===== src/rtl/img_ldr_pkg.sv =====
package img_ldr_pkg;

    typedef enum logic [2:0] {
        ST_RECV  = 3'd0,
        ST_WRITE = 3'd1,
        ST_DONE  = 3'd2,
        ST_ERR   = 3'd3,
        ST_DRAIN = 3'd4
    } ldr_state_e;

    typedef enum logic [1:0] {
        CAUSE_NONE   = 2'b00,
        CAUSE_LENGTH = 2'b01,
        CAUSE_RANGE  = 2'b10
    } ldr_cause_e;

endpackage


===== src/rtl/ldr_byte_pair.sv =====
module ldr_byte_pair #(
    parameter int BYTE_W = 8,
    localparam int WORD_W = 2 * BYTE_W
) (
    input  logic              clk,
    input  logic              rst_n,
    input  logic              clear,
    input  logic              take,
    input  logic [BYTE_W-1:0] byte_in,
    output logic              half_full,
    output logic [WORD_W-1:0] word_out
);

    logic [BYTE_W-1:0] hi_q;

    // The high byte is held until its partner arrives.
    always_ff @(posedge clk or negedge rst_n) begin
        if (!rst_n) begin
            hi_q      <= '0;
            half_full <= 1'b0;
        end else if (clear) begin
            half_full <= 1'b0;
        end else if (take) begin
            if (!half_full) begin
                hi_q <= byte_in;
            end
            half_full <= ~half_full;
        end
    end

    // The word is complete in the same cycle that the low byte is taken.
    assign word_out = {hi_q, byte_in};

endmodule


===== src/rtl/ldr_addr_gen.sv =====
module ldr_addr_gen #(
    parameter int ADDR_W = 16
) (
    input  logic              clk,
    input  logic              rst_n,
    input  logic              clear,
    input  logic              set_origin,
    input  logic [ADDR_W-1:0] origin_in,
    input  logic              advance,
    output logic [ADDR_W-1:0] origin_q,
    output logic [ADDR_W-1:0] addr_q,
    output logic              have_origin,
    output logic              exhausted
);

    localparam logic [ADDR_W-1:0] TOP_ADDR = '1;

    always_ff @(posedge clk or negedge rst_n) begin
        if (!rst_n) begin
            origin_q    <= '0;
            addr_q      <= '0;
            have_origin <= 1'b0;
            exhausted   <= 1'b0;
        end else if (clear) begin
            have_origin <= 1'b0;
            exhausted   <= 1'b0;
        end else if (set_origin) begin
            origin_q    <= origin_in;
            addr_q      <= origin_in;
            have_origin <= 1'b1;
            exhausted   <= 1'b0;
        end else if (advance) begin
            // A write at the top address uses up the last slot.
            if (addr_q == TOP_ADDR) begin
                exhausted <= 1'b1;
            end
            addr_q <= addr_q + 1'b1;
        end
    end

endmodule


===== src/rtl/img_word_loader.sv =====
module img_word_loader #(
    parameter int BYTE_W = 8
) (
    input  logic                  clk,
    input  logic                  rst_n,
    input  logic                  in_valid,
    input  logic [BYTE_W-1:0]     in_byte,
    input  logic                  in_last,
    output logic                  in_ready,
    output logic                  mem_we,
    output logic [2*BYTE_W-1:0]   mem_addr,
    output logic [2*BYTE_W-1:0]   mem_wdata,
    output logic                  pc_load,
    output logic [2*BYTE_W-1:0]   pc_value,
    output logic                  done,
    output logic                  err,
    output logic [1:0]            err_cause
);

    import img_ldr_pkg::*;

    localparam int WORD_W = 2 * BYTE_W;
    localparam int ADDR_W = WORD_W;

    ldr_state_e state_q, state_d;

    logic              accept;
    logic              take_byte;
    logic              half_full;
    logic [WORD_W-1:0] word_now;
    logic              clear_img;
    logic              set_origin;
    logic              advance;
    logic [ADDR_W-1:0] origin_q;
    logic [ADDR_W-1:0] addr_q;
    logic              have_origin;
    logic              exhausted;

    logic              word_done;
    logic              store_word;
    logic              set_cause;
    ldr_cause_e        cause_d;

    logic [WORD_W-1:0] word_q;
    logic              last_q;
    ldr_cause_e        cause_q;

    assign accept    = in_valid && in_ready;
    assign take_byte = accept && (state_q == ST_RECV);
    assign word_done = take_byte && half_full;

    ldr_byte_pair #(.BYTE_W(BYTE_W)) u_pair (
        .clk       (clk),
        .rst_n     (rst_n),
        .clear     (clear_img),
        .take      (take_byte),
        .byte_in   (in_byte),
        .half_full (half_full),
        .word_out  (word_now)
    );

    ldr_addr_gen #(.ADDR_W(ADDR_W)) u_addr (
        .clk         (clk),
        .rst_n       (rst_n),
        .clear       (clear_img),
        .set_origin  (set_origin),
        .origin_in   (word_now),
        .advance     (advance),
        .origin_q    (origin_q),
        .addr_q      (addr_q),
        .have_origin (have_origin),
        .exhausted   (exhausted)
    );

    // State register
    always_ff @(posedge clk or negedge rst_n) begin
        if (!rst_n) begin
            state_q <= ST_RECV;
        end else begin
            state_q <= state_d;
        end
    end

    // Next-state and datapath control
    always_comb begin
        state_d    = state_q;
        set_origin = 1'b0;
        store_word = 1'b0;
        set_cause  = 1'b0;
        cause_d    = CAUSE_NONE;
        advance    = 1'b0;
        clear_img  = 1'b0;
        unique case (state_q)
            ST_RECV: begin
                if (take_byte && !half_full && in_last) begin
                    state_d   = ST_ERR;
                    set_cause = 1'b1;
                    cause_d   = CAUSE_LENGTH;
                end else if (word_done && !have_origin) begin
                    set_origin = 1'b1;
                    if (in_last) begin
                        state_d = ST_DONE;
                    end
                end else if (word_done && exhausted) begin
                    state_d   = ST_ERR;
                    set_cause = 1'b1;
                    cause_d   = CAUSE_RANGE;
                end else if (word_done) begin
                    state_d    = ST_WRITE;
                    store_word = 1'b1;
                end
            end
            ST_WRITE: begin
                advance = 1'b1;
                state_d = last_q ? ST_DONE : ST_RECV;
            end
            ST_DONE: begin
                clear_img = 1'b1;
                state_d   = ST_RECV;
            end
            ST_ERR: begin
                clear_img = 1'b1;
                state_d   = last_q ? ST_RECV : ST_DRAIN;
            end
            ST_DRAIN: begin
                if (accept && in_last) begin
                    state_d = ST_RECV;
                end
            end
            default: begin
                state_d = ST_RECV;
            end
        endcase
    end

    // Held word, last marker and error cause
    always_ff @(posedge clk or negedge rst_n) begin
        if (!rst_n) begin
            word_q  <= '0;
            last_q  <= 1'b0;
            cause_q <= CAUSE_NONE;
        end else begin
            if (accept) begin
                last_q <= in_last;
            end
            if (store_word) begin
                word_q <= word_now;
            end
            if (set_cause) begin
                cause_q <= cause_d;
            end
        end
    end

    // Outputs
    always_comb begin
        in_ready  = 1'b0;
        mem_we    = 1'b0;
        done      = 1'b0;
        pc_load   = 1'b0;
        err       = 1'b0;
        err_cause = CAUSE_NONE;
        unique case (state_q)
            ST_RECV:  in_ready = 1'b1;
            ST_DRAIN: in_ready = 1'b1;
            ST_WRITE: mem_we   = 1'b1;
            ST_DONE: begin
                done    = 1'b1;
                pc_load = 1'b1;
            end
            ST_ERR: begin
                err       = 1'b1;
                err_cause = cause_q;
            end
            default: in_ready = 1'b0;
        endcase
    end

    assign mem_addr  = addr_q;
    assign mem_wdata = word_q;
    assign pc_value  = origin_q;

endmodule


===== config.mk =====
export PLATFORM = sky130hd
export DESIGN_NAME = img_word_loader
export DESIGN_NICKNAME = d
export VERILOG_FILES = /design/src/rtl/img_ldr_pkg.sv /design/src/rtl/ldr_byte_pair.sv /design/src/rtl/ldr_addr_gen.sv /design/src/rtl/img_word_loader.sv
export SDC_FILE = /design/constraint.sdc
export NUM_CORES = 1
export LEC_CHECK = 0
export ABC_CLOCK_PERIOD_IN_PS = 2700
export CORE_UTILIZATION = 40
export CTS_CLUSTER_DIAMETER = 40
export DETAILED_ROUTE_END_ITERATION = 12
export PLACE_DENSITY = 0.66
export REMOVE_ABC_BUFFERS = 1
export SETUP_SLACK_MARGIN = 0.5
export SLEW_MARGIN = 10
export SYNTH_ARGS = -nofsm -noshare
export SYNTH_HDL_FRONTEND = slang
export SYNTH_SLANG_ARGS = --single-unit
export TNS_END_PERCENT = 50

===== constraint.sdc =====
create_clock -name clk -period 2.7 [get_ports clk]
set_clock_uncertainty 0.05 [all_clocks]
set_input_delay 0.54 -clock clk [delete_from_list [all_inputs] [get_ports clk]]
set_output_delay 0.54 -clock clk [all_outputs]
set_load 0.02 [all_outputs]

==> flow_summary.json <==
{
  "status": "finished, final reports clean",
  "drv_slew": 0,
  "rr_endpoint": "u_addr.addr_q[7]",
  "via_per_inst": 5.27,
  "max_freq_mhz": 468,
  "cts_tree": "yes",
  "drc": 0,
  "ff2ff_setup_slack_ps": 740,
  "wirelength_um": 7290,
  "die_h_um": 89.1,
  "clock-sinks": 65,
  "area_growth_pct": 35.2,
  "numPlacedInstances": 452,
  "initial_core_util_pct": 41.6,
  "antenna_left": 0,
  "relSlewSlack_pct": 61.4,
  "r2r_start": "u_pair.half_full",
  "yosys_warnings": 0,
  "coreArea_sq_mm": 0.00729,
  "yosys_register_bits": 65,
  "hold_buffers": 0,
  "h-tree-depth": 3,
  "clk_pin_slew_ps": 70,
  "gp_congestion": 0.828,
  "antenna_cells": 0,
  "grt-ovfl-total": 0,
  "finalSetupTns_ps": 0,
  "dieArea_sq_mm": 0.00794,
  "cp-start-kind": "register",
  "layout_commonest_cell": "dfrtp_1",
  "cellPowerDensity_mw_per_mm2": 1320,
  "finish.net_count": 378,
  "num_vias": 2473,
  "clock_latency_ps": 340,
  "crit_arrival_ps": 1550,
  "regArea_sq_mm": 0.00163,
  "rsz0062_at_grt": "yes",
  "maxCapViolCount": 0,
  "numCtsBuffers": 9,
  "hp-class": "input port to async pin",
  "dpl.hpwl_um": 5190,
  "num_rows": 31,
  "wl_per_cell_um": 15.5,
  "grt_max_degree": 31,
  "multi_input_area_sq_mm": 0.00129,
  "grt_pass1_wl_um": 11700,
  "io_pins": 67,
  "path_class": "register to output pin",
  "period_share_pct": 79.1,
  "avgSynthCellArea_sq_um": 10.6,
  "setup_viol": 0,
  "antenna_found_initial": 0,
  "drt_first_pass_iters": 4,
  "final_cell_mix": "dfrtp_1 (62), clkdlybuf4s50_1 (58), nand2_1 (55), mux2_2 (26)",
  "synth-edff-count": 0,
  "drive_gt1_share_pct": 21.1,
  "fin_cells": 469,
  "cp.required_ps": 2110,
  "synth-async-reset-ratio_pct": 100,
  "min_period_ps": 2140,
  "synth_cell_types": 48,
  "grt_pass1_vias": 2344,
  "die_w_um": 89.1,
  "ir_worst_vdd_uv": 624,
  "portBuffers": 66,
  "syn_area_sq_mm": 0.00304,
  "grt_usage_pct": 19.9,
  "synth_seq_area_share_pct": 53.6,
  "end_kind": "output pin",
  "leakage_nw": 1.86,
  "worst_pin_slew_ps": 578,
  "r2r_cells": 5,
  "final_hold_viol_count": 0,
  "clk_path_buf_depth": 2,
  "syn_inst": 286,
  "drt_iter0_drc": 146,
  "cts-root-buf": "clkbuf_8",
  "yosys_most_used_dff": "dfrtp_1",
  "critical_path_peak_fanout": 5,
  "fillers": 686
}
==> layer usage <==
| layer | vias to the layer above | GRT usage, % | wire, um |
|---|---|---|---|
| met2 | 52 | 31.9 | 3500 |
| met5 | - | 0 | 0 |
| li1 | 1178 | - | - |
| met1 | 1235 | 26.4 | 3390 |
| met3 | 8 | 6.65 | 321 |
| met4 | 0 | 4.76 | 77 |
==> power breakdown <==
group / total, mW / internal (mW) / leakage (nW) / switching [mW]
logic: 2.57 / 1.26 / 0.962 / 1.32
clock network: 0.937 / 0.570 / 0.109 / 0.366
registers: 1.89 / 1.43 / 0.786 / 0.459
total: 5.40 / 3.26 / 1.86 / 2.14
==> registers in the layout, indices dropped and copies added (netlist names) <==
register,cells
cause_q,2
last_q,1
mem_wdata,16
state_q,3
u_addr.addr_q,16
u_addr.exhausted,1
u_addr.have_origin,1
u_addr.origin_q,16
u_pair.half_full,1
u_pair.hi_q,8
==> Yosys cell counts, drive strengths merged (3+ instances only) <==
cell / number / share of area [%]
o21ai: 13 / 2.4
inv: 11 / 1.4
a21oi: 15 / 2.5
clkbuf: 5 / 0.62
mux2: 26 / 9.6
mux2i: 5 / 1.6
nand2: 56 / 6.9
a22oi: 3 / 0.74
nor2: 12 / 1.8
o31a: 3 / 0.87
nor2b: 4 / 0.82
nor4: 4 / 0.82
buf: 9 / 2.5
o22ai: 4 / 0.82
and3: 4 / 0.82
nand4: 7 / 1.4
a31oi: 3 / 0.62
dfrtp: 65 / 54
nand3: 9 / 1.6
==> how the worst max path moves through the flow <==
stage                     cells after the start       start  slack, ps           endpoint
final                                         3  state_q[1]        560               done
after floorplan                               4  state_q[0]        400  u_addr.addr_q[12]
after CTS                                     4  state_q[1]        280                err
after global placement                        6    in_valid        210   u_addr.addr_q[7]
after detailed placement                      6    in_valid        170   u_addr.addr_q[7]
after global routing                          3  state_q[1]        450            pc_load
==> repair_timing <==
item / in CTS / in global routing
gates resized for setup: 8 / 13
buffers inserted: 0 / 1
setup endpoints to repair: 7 / 19
==> cell families after synthesis <==
group	count (synthesis)	share of synthesized area, %
flops	65	53.6
buf+inv	25	4.45
fa+ha+maj	1	0.412
xor+xnor	1	0.289
mux	31	11.3
simple gates	109	18.2
compound gates	54	11.7
==> layout make-up <==
| type | instances | share of cell area (%) |
|---|---|---|
| clock buffers | 12 | 3.78 |
| clock inverters | 4 | 1.83 |
| inverters | 11 | 1.01 |
| multi-input cells | 196 | 31.5 |
| flip-flops and latches | 65 | 39.7 |
| well taps | 99 | 3.02 |
| repair buffers | 82 | 19.1 |
==> stage by stage <==
step / utilization (%) / setup WS (ps) / instance area [sq um] / power [mW] / hold slack, ps
floorplan: - / 398 / 2940 / 3.23 / 194
global placement: 52.7 / 206 / 3850 / 4.41 / 429
detailed placement: 52.7 / 166 / 3850 / 4.47 / 421
CTS: 56.0 / 284 / 4080 / 5.42 / 126
global route: 56.3 / 453 / 4100 / 5.75 / 131
finish: 56.3 / 564 / 4100 / 5.40 / 124
==> worst max-delay path: stages, from the launching register on <==
cell           delay, ps
dfrtp_2              450
nor2b_4              230
nor2b_1              170
dlygate4sd2_1        350
No activity file was read; power rests on OpenSTA's default activity.
